`src/rtl/tmr_pkg.sv`:
```
package tmr_pkg;
  localparam int TMR_CNT_W = 32;
  localparam int TMR_MAX_CMP = 3;
  localparam int TMR_SEL_W = 2;

  typedef logic [TMR_CNT_W-1:0] tmr_cnt_t;

  // Next counter value: a software load wins over the advance strobe.
  function automatic tmr_cnt_t cnt_advance(input tmr_cnt_t cur, input logic step,
                                           input logic load, input tmr_cnt_t load_val);
    tmr_cnt_t nxt;
    if (load) nxt = load_val;
    else if (step) nxt = cur + tmr_cnt_t'(1);
    else nxt = cur;
    return nxt;
  endfunction

  // Compare check: only meaningful when the counter was updated.
  function automatic logic cmp_hit(input logic upd, input tmr_cnt_t nxt, input tmr_cnt_t cmpv);
    return upd && (nxt == cmpv);
  endfunction
endpackage

```
`src/rtl/tmr_counter.sv`:
```
module tmr_counter
  import tmr_pkg::*;
(
  input  logic     clk,
  input  logic     rst_n,
  input  logic     step_i,
  input  logic     load_i,
  input  tmr_cnt_t load_val_i,
  output tmr_cnt_t cnt_o,
  output tmr_cnt_t cnt_next_o,
  output logic     upd_o
);
  tmr_cnt_t cnt_q;

  assign cnt_next_o = cnt_advance(cnt_q, step_i, load_i, load_val_i);
  assign upd_o      = step_i | load_i;
  assign cnt_o      = cnt_q;

  always_ff @(posedge clk or negedge rst_n) begin
    if (!rst_n) cnt_q <= '0;
    else        cnt_q <= cnt_next_o;
  end

  assert_step_inc_R2: assert property (@(posedge clk) disable iff (!rst_n)
    (step_i && !load_i) |=> (cnt_q == $past(cnt_q) + tmr_cnt_t'(1)));

  assert_hold_R2: assert property (@(posedge clk) disable iff (!rst_n)
    (!step_i && !load_i) |=> $stable(cnt_q));

  assert_load_prio_R4: assert property (@(posedge clk) disable iff (!rst_n)
    load_i |=> (cnt_q == $past(load_val_i)));
endmodule

```
`src/rtl/tmr_comparator.sv`:
```
module tmr_comparator
  import tmr_pkg::*;
(
  input  logic     clk,
  input  logic     rst_n,
  input  logic     upd_i,
  input  tmr_cnt_t cnt_next_i,
  input  logic     wr_i,
  input  tmr_cnt_t wdata_i,
  output logic     irq_o,
  output logic     hit_o
);
  tmr_cnt_t cmp_q;
  logic     irq_q;

  assign hit_o = cmp_hit(upd_i, cnt_next_i, cmp_q);
  assign irq_o = irq_q;

  always_ff @(posedge clk or negedge rst_n) begin
    if (!rst_n) begin
      cmp_q <= '0;
      irq_q <= 1'b0;
    end else if (wr_i) begin
      cmp_q <= wdata_i;
      irq_q <= 1'b0;
    end else if (hit_o) begin
      irq_q <= 1'b1;
    end
  end

  assert_raise_R5: assert property (@(posedge clk) disable iff (!rst_n)
    (upd_i && (cnt_next_i == cmp_q) && !wr_i) |=> irq_q);

  assert_sticky_R6: assert property (@(posedge clk) disable iff (!rst_n)
    (irq_q && !wr_i) |=> irq_q);

  assert_clear_R8: assert property (@(posedge clk) disable iff (!rst_n)
    wr_i |=> (!irq_q && cmp_q == $past(wdata_i)));

  assert_no_check_R7: assert property (@(posedge clk) disable iff (!rst_n)
    (!upd_i && !irq_q) |=> !irq_q);
endmodule

```
`src/rtl/tmr_irq_route.sv`:
```
module tmr_irq_route #(
  parameter int NUM_CMP = 3,
  parameter int NUM_IRQ = 8,
  parameter int IDX_W   = 3,
  parameter logic [NUM_CMP*IDX_W-1:0] CMP_MAP = '0
) (
  input  logic [NUM_CMP-1:0] tmr_i,
  output logic [NUM_IRQ-1:0] irq_o
);
  for (genvar k = 0; k < NUM_IRQ; k++) begin : g_line
    always_comb begin
      irq_o[k] = 1'b0;
      for (int c = 0; c < NUM_CMP; c++) begin
        if (int'(CMP_MAP[c*IDX_W +: IDX_W]) == k) irq_o[k] = irq_o[k] | tmr_i[c];
      end
    end
  end

  always_comb begin
    assert_route_count_R10: assert ($countones(irq_o) <= $countones(tmr_i));
  end
endmodule

```
`src/rtl/cyc_timer_top.sv`:
```
module cyc_timer_top
  import tmr_pkg::*;
#(
  parameter int NUM_CMP = 3,
  parameter int NUM_IRQ = 8,
  parameter int IDX_W   = $clog2(NUM_IRQ),
  parameter logic [NUM_CMP*IDX_W-1:0] CMP_MAP = {3'd6, 3'd5, 3'd2}
) (
  input  logic                 clk,
  input  logic                 rst_n,
  input  logic                 step_i,
  input  logic                 cnt_we_i,
  input  logic [31:0]          cnt_wdata_i,
  input  logic                 cmp_we_i,
  input  logic [1:0]           cmp_sel_i,
  input  logic [31:0]          cmp_wdata_i,
  output logic [31:0]          count_o,
  output logic [NUM_CMP-1:0]   tmr_irq_o,
  output logic [NUM_IRQ-1:0]   irq_o
);
  tmr_cnt_t cnt_next;
  logic     cnt_upd;
  logic [NUM_CMP-1:0] cmp_wr;
  logic [NUM_CMP-1:0] cmp_hit_ev;

  tmr_counter u_cnt (
    .clk        (clk),
    .rst_n      (rst_n),
    .step_i     (step_i),
    .load_i     (cnt_we_i),
    .load_val_i (cnt_wdata_i),
    .cnt_o      (count_o),
    .cnt_next_o (cnt_next),
    .upd_o      (cnt_upd)
  );

  for (genvar i = 0; i < NUM_CMP; i++) begin : g_cmp
    assign cmp_wr[i] = cmp_we_i && (cmp_sel_i == TMR_SEL_W'(i));
    tmr_comparator u_cmp (
      .clk        (clk),
      .rst_n      (rst_n),
      .upd_i      (cnt_upd),
      .cnt_next_i (cnt_next),
      .wr_i       (cmp_wr[i]),
      .wdata_i    (cmp_wdata_i),
      .irq_o      (tmr_irq_o[i]),
      .hit_o      (cmp_hit_ev[i])
    );
  end

  tmr_irq_route #(
    .NUM_CMP (NUM_CMP),
    .NUM_IRQ (NUM_IRQ),
    .IDX_W   (IDX_W),
    .CMP_MAP (CMP_MAP)
  ) u_route (
    .tmr_i (tmr_irq_o),
    .irq_o (irq_o)
  );

  // Lines change only through a hit or a write on their own comparator.
  assert_indep_R9: assert property (@(posedge clk) disable iff (!rst_n)
    (cmp_wr == '0 && cmp_hit_ev == '0) |=> $stable(tmr_irq_o));

  assert_bad_sel_R11: assert property (@(posedge clk) disable iff (!rst_n)
    (cmp_we_i && int'(cmp_sel_i) >= NUM_CMP && cmp_hit_ev == '0) |=> $stable(tmr_irq_o));
endmodule

```
`config.mk`:
```
export PLATFORM = sky130hd
export DESIGN_NAME = cyc_timer_top
export DESIGN_NICKNAME = d
export VERILOG_FILES = /design/src/rtl/tmr_pkg.sv /design/src/rtl/tmr_counter.sv /design/src/rtl/tmr_comparator.sv /design/src/rtl/tmr_irq_route.sv /design/src/rtl/cyc_timer_top.sv
export SDC_FILE = /design/constraint.sdc
export NUM_CORES = 1
export LEC_CHECK = 0
export ABC_AREA = 1
export ABC_CLOCK_PERIOD_IN_PS = 3800
export BUFFER_PORTS_ARGS = -buffer_cell sky130_fd_sc_hd__buf_2
export CAP_MARGIN = 20
export CORE_ASPECT_RATIO = 0.5
export CORE_UTILIZATION = 57
export CTS_BUF_LIST = sky130_fd_sc_hd__clkbuf_4
export CTS_CLUSTER_SIZE = 25
export DETAILED_ROUTE_END_ITERATION = 10
export PLACE_DENSITY_LB_ADDON = 0.08
export SLEW_MARGIN = 5
export SYNTH_ARGS = -nofsm -noshare
export SYNTH_HDL_FRONTEND = slang
export SYNTH_SLANG_ARGS = --single-unit
```
`constraint.sdc`:
```
create_clock -name clk -period 3.8 [get_ports clk]
set_input_delay 0.57 -clock clk [delete_from_list [all_inputs] [get_ports clk]]
set_output_delay 0.57 -clock clk [all_outputs]
set_load 0.02 [all_outputs]
```
==> parameters.txt <==
Parameter                              Value

Clocking
  Clock latency of the later-clocked register in the worst-skew pair    0.57 ns
  Total setup buffers inserted after CTS    0
  Buffer depth of the longest clock path    2
  Hold bufs inserted after CTS    0
  Total of cells resized after clock tree synthesis    0
  CTS tree    done
  H-tree levels    4
  TritonCTS Buffers    17
  Clk sinks    131
  Post-CTS clock slew at the launch and capture registers of the worst setup and hold paths    0.15 ns
  Clock Root Buffer    clkbuf_4

STA
  Slew Limit Headroom    47.2%
  Final Hold Violating Endpoints    0
  Final setup skew    0.0429 ns
  Final sum of negative setup slack    0 ns
  Final critical-path setup slack    just under 1 ns
  Total count of max-transition violations in the final report    0
  Final Cycle Share    between 70% and 80%
  Fmax    0.353 GHz
  Unrepaired setup endpoints after global routing    no
  Slew at the pin closest to its max-slew limit    ~0.79 ns
  Time the worst path needs with I/O delays and setup    between 2 and 3 ns
  Count of endpoints failing setup in the final report    0

Global routing
  Via count of the first global-routing pass    around 7200
  Grt ovf    0
  Wire length of the first global-routing pass    roughly 40000 um
  Antenna violations before repair    1
  Overall global routing resource usage    37.5%
  Pin count of the biggest net entering global routing    85

Finish
  Share of post-route cells with drive strength above 1    19.2%
  Post-route standard cell area excluding fillers    0.00907 mm2
  Area delta synth->final    13.0%
  Count of antenna diodes in the layout    0
  Final net count    1338

Synth
  Number of enable flip-flop cells after synthesis    0
  Most instantiated cells after synthesis    nand2_1 (374), inv_1 (154), dfrtp_1 (131)
  Share of flip-flops with an asynchronous set or reset    100%
  Sequential share of the synthesized area    40.8%
  Count of yosys warnings during synthesis    0
  Area of the mapped netlist    approximately 0.0080 mm2
  Synth top area cells    dfrtp_1 (41%), nand2_1 (17%), inv_1 (7.2%)
  Top cell type by total area after synthesis    dfrtp_1
  Avg Cell Area, Syn    ~6.9 um2
  Most frequently used cell type in the post-synthesis netlist    nand2_1
  Flop and latch count out of synthesis    approximately 130
  Ys flop type    dfrtp_1
  Syn Inst Count    between 1000 and 1500
  Number of distinct library cell variants in the gate-level netlist after synthesis    32
  Proportion of netlist area held by the largest area contributor    40.8%

Flow run
  Max Cap Violations    0

Critical path
  Worst-path cell chain    ha_1 > nand2_1 > nor2_4 > nand2_4 > nor2_8 > nand2_1 > nand2_1 > nand3_2 > nand2_2 > inv_2 > nand2_1 > nand4_1 > nor2_1 > nand2_1 > nor2_1 > nand2_1 > a21oi_2
  Endpoint required time on the critical path    around 4.3 ns
  Element type at the critical path end    flip-flop
  Critical-path top delay cell    dfrtp_1
  Endpoint arrival time on the critical path    3.30 ns
  Setup CP Type    flip-flop to flip-flop
  Largest stage delay, worst path    0.48 ns
  Largest driver fanout on the critical path    7
  Kind of start point of the critical path    flip-flop
  Worst path most repeated cell    nand2_1

Die
  Y dimension of the die    between 80 and 90 um
  Die span in x    roughly 170 um
  Floorplan die area    0.0146 mm2
  I/O Pins    ~110
  Cell Rows    30
  Total core area    between 0.01 and 0.015 mm2
  Starting Density    58.8%

Worst hold path
  Path type of the worst min-delay path    input port to async pin

Drt
  Drc violations    0
  Drt total wl    25800 um
  Number of iterations in the first detailed-routing pass    5
  Avg WL per Cell    roughly 18 um
  Final antenna-violating net count    0
  Via Count    ~8000
  Average vias per placed instance    5.41
  Number of DRC markers after the initial detailed-route iteration    807

Placed design
  Worst slack after detailed placement    0.968 ns
  Count of input and output buffers    108
  Total cell area at the placement stage    0.00871 mm2
  Final weighted congestion in routability-driven placement    1.03
  Dpl hpwl    20000 um

Run status
  Status    complete, no violations

Power
  Power density cells    436 mW/mm2
  Total leakage power    4.82 nW
  Worst ir drop on vdd    0.395 mV
[metal layers]
| metal | global-route usage [%] | up-vias | part of all wire, % |
|---|---|---|---|
| met5 | 0 | - | 0 |
| met4 | 5.90 | 0 | 0.49 |
| met3 | 14.1 | 13 | 15 |
| met2 | 47.7 | 413 | 37 |
| met1 | 59.3 | 3720 | 48 |
| li1 | - | 3816 | - |
[per-stage QoR]
stage	hold slack, ns	cells	power, mW	util, %
floorplan	0.274	1169	2.39	-
global placement	0.477	1439	2.74	63.8
detailed placement	0.492	1439	2.76	63.8
CTS	0.0592	1471	3.94	66.4
global route	0.0604	1471	4.16	66.4
finish	0.0423	1471	3.96	66.4
[cell usage in the layout (no fill, tap or decap), types with 3 or more instances in the layout]
master,instances
conb_1,5
xor2_1,15
nand3_1,114
nand2_2,27
o21ai_1,7
buf_2,107
clkbuf_4,18
clkinv_1,3
inv_2,9
nand2_4,3
nor2_1,96
a21oi_1,6
bufinv_16,5
nand3_2,14
nand2_1,374
or2_2,27
dfrtp_1,131
inv_1,154
nor2_4,5
buf_4,6
nor2_2,6
nand3b_1,12
clkinv_4,5
nand4_1,8
nor2_8,3
o21ai_0,99
[worst paths after layout]
path / cells after the start / slack, ns / endpoint / startpoint
worst max-delay path: 17 / 0.97 / g_cmp[1].u_cmp.irq_o$_DFFE_PN0P_ / u_cnt.cnt_o[1]$_DFF_PN0_
worst max register to register: 17 / 0.97 / g_cmp[1].u_cmp.irq_o$_DFFE_PN0P_ / u_cnt.cnt_o[1]$_DFF_PN0_
worst min register to register: 2 / 0.52 / g_cmp[0].u_cmp.cmp_q[13]$_DFFE_PN0P_ / g_cmp[0].u_cmp.cmp_q[13]$_DFFE_PN0P_
max in group asynchronous: 2 / 2.82 / g_cmp[1].u_cmp.cmp_q[19]$_DFFE_PN0P_ / rst_n
min in group clk: 3 / 0.23 / g_cmp[0].u_cmp.cmp_q[23]$_DFFE_PN0P_ / cmp_wdata_i[23]
worst min-delay path: 1 / 0.04 / g_cmp[2].u_cmp.cmp_q[25]$_DFFE_PN0P_ / rst_n
[logic make-up after synthesis]
| group | count (synthesis) | synth area share (%) |
|---|---|---|
| AND/OR/NAND/NOR | 697 | 39.7 |
| buffers and inverters | 203 | 10.2 |
| flip-flops | 131 | 40.8 |
| AO/OA/AOI/OAI | 115 | 7.27 |
| XOR/XNOR | 17 | 1.85 |
| adder cells (fa/ha/maj) | 1 | 0.156 |
| other | 1 | 0.0467 |
[where the power goes]
part | leakage (nW) | switching (mW) | internal, mW | total [mW]
clock | 0.183 | 0.581 | 0.604 | 1.18
sequential | 1.59 | 0.194 | 1.59 | 1.79
combinational | 3.05 | 0.663 | 0.323 | 0.986
[worst max-delay path, delay by kind of cell (launching register included)]
kind	cells	cell delay, ns
AND/OR/NAND/NOR	14	1.83
buffers and inverters	1	0.05
flip-flops	1	0.48
AO/OA/AOI/OAI	1	0.11
adder cells (fa/ha/maj)	1	0.28
[layout make-up]
type,count,area [um2]
inverters,166,623
multi-input cells,835,3960
clock inverters,14,226
clock buffers,18,135
repair buffers,115,612
well taps,192,240
flip-flops and latches,131,3280
fillers,1294,4590
[sequential cells by signal, indices dropped and copies added, names as in the netlist]
name and count:
g_cmp.u_cmp.cmp_q 96, g_cmp.u_cmp.irq_o 3, u_cnt.cnt_o 32
Note: power is estimated with default switching activity, not from simulation.
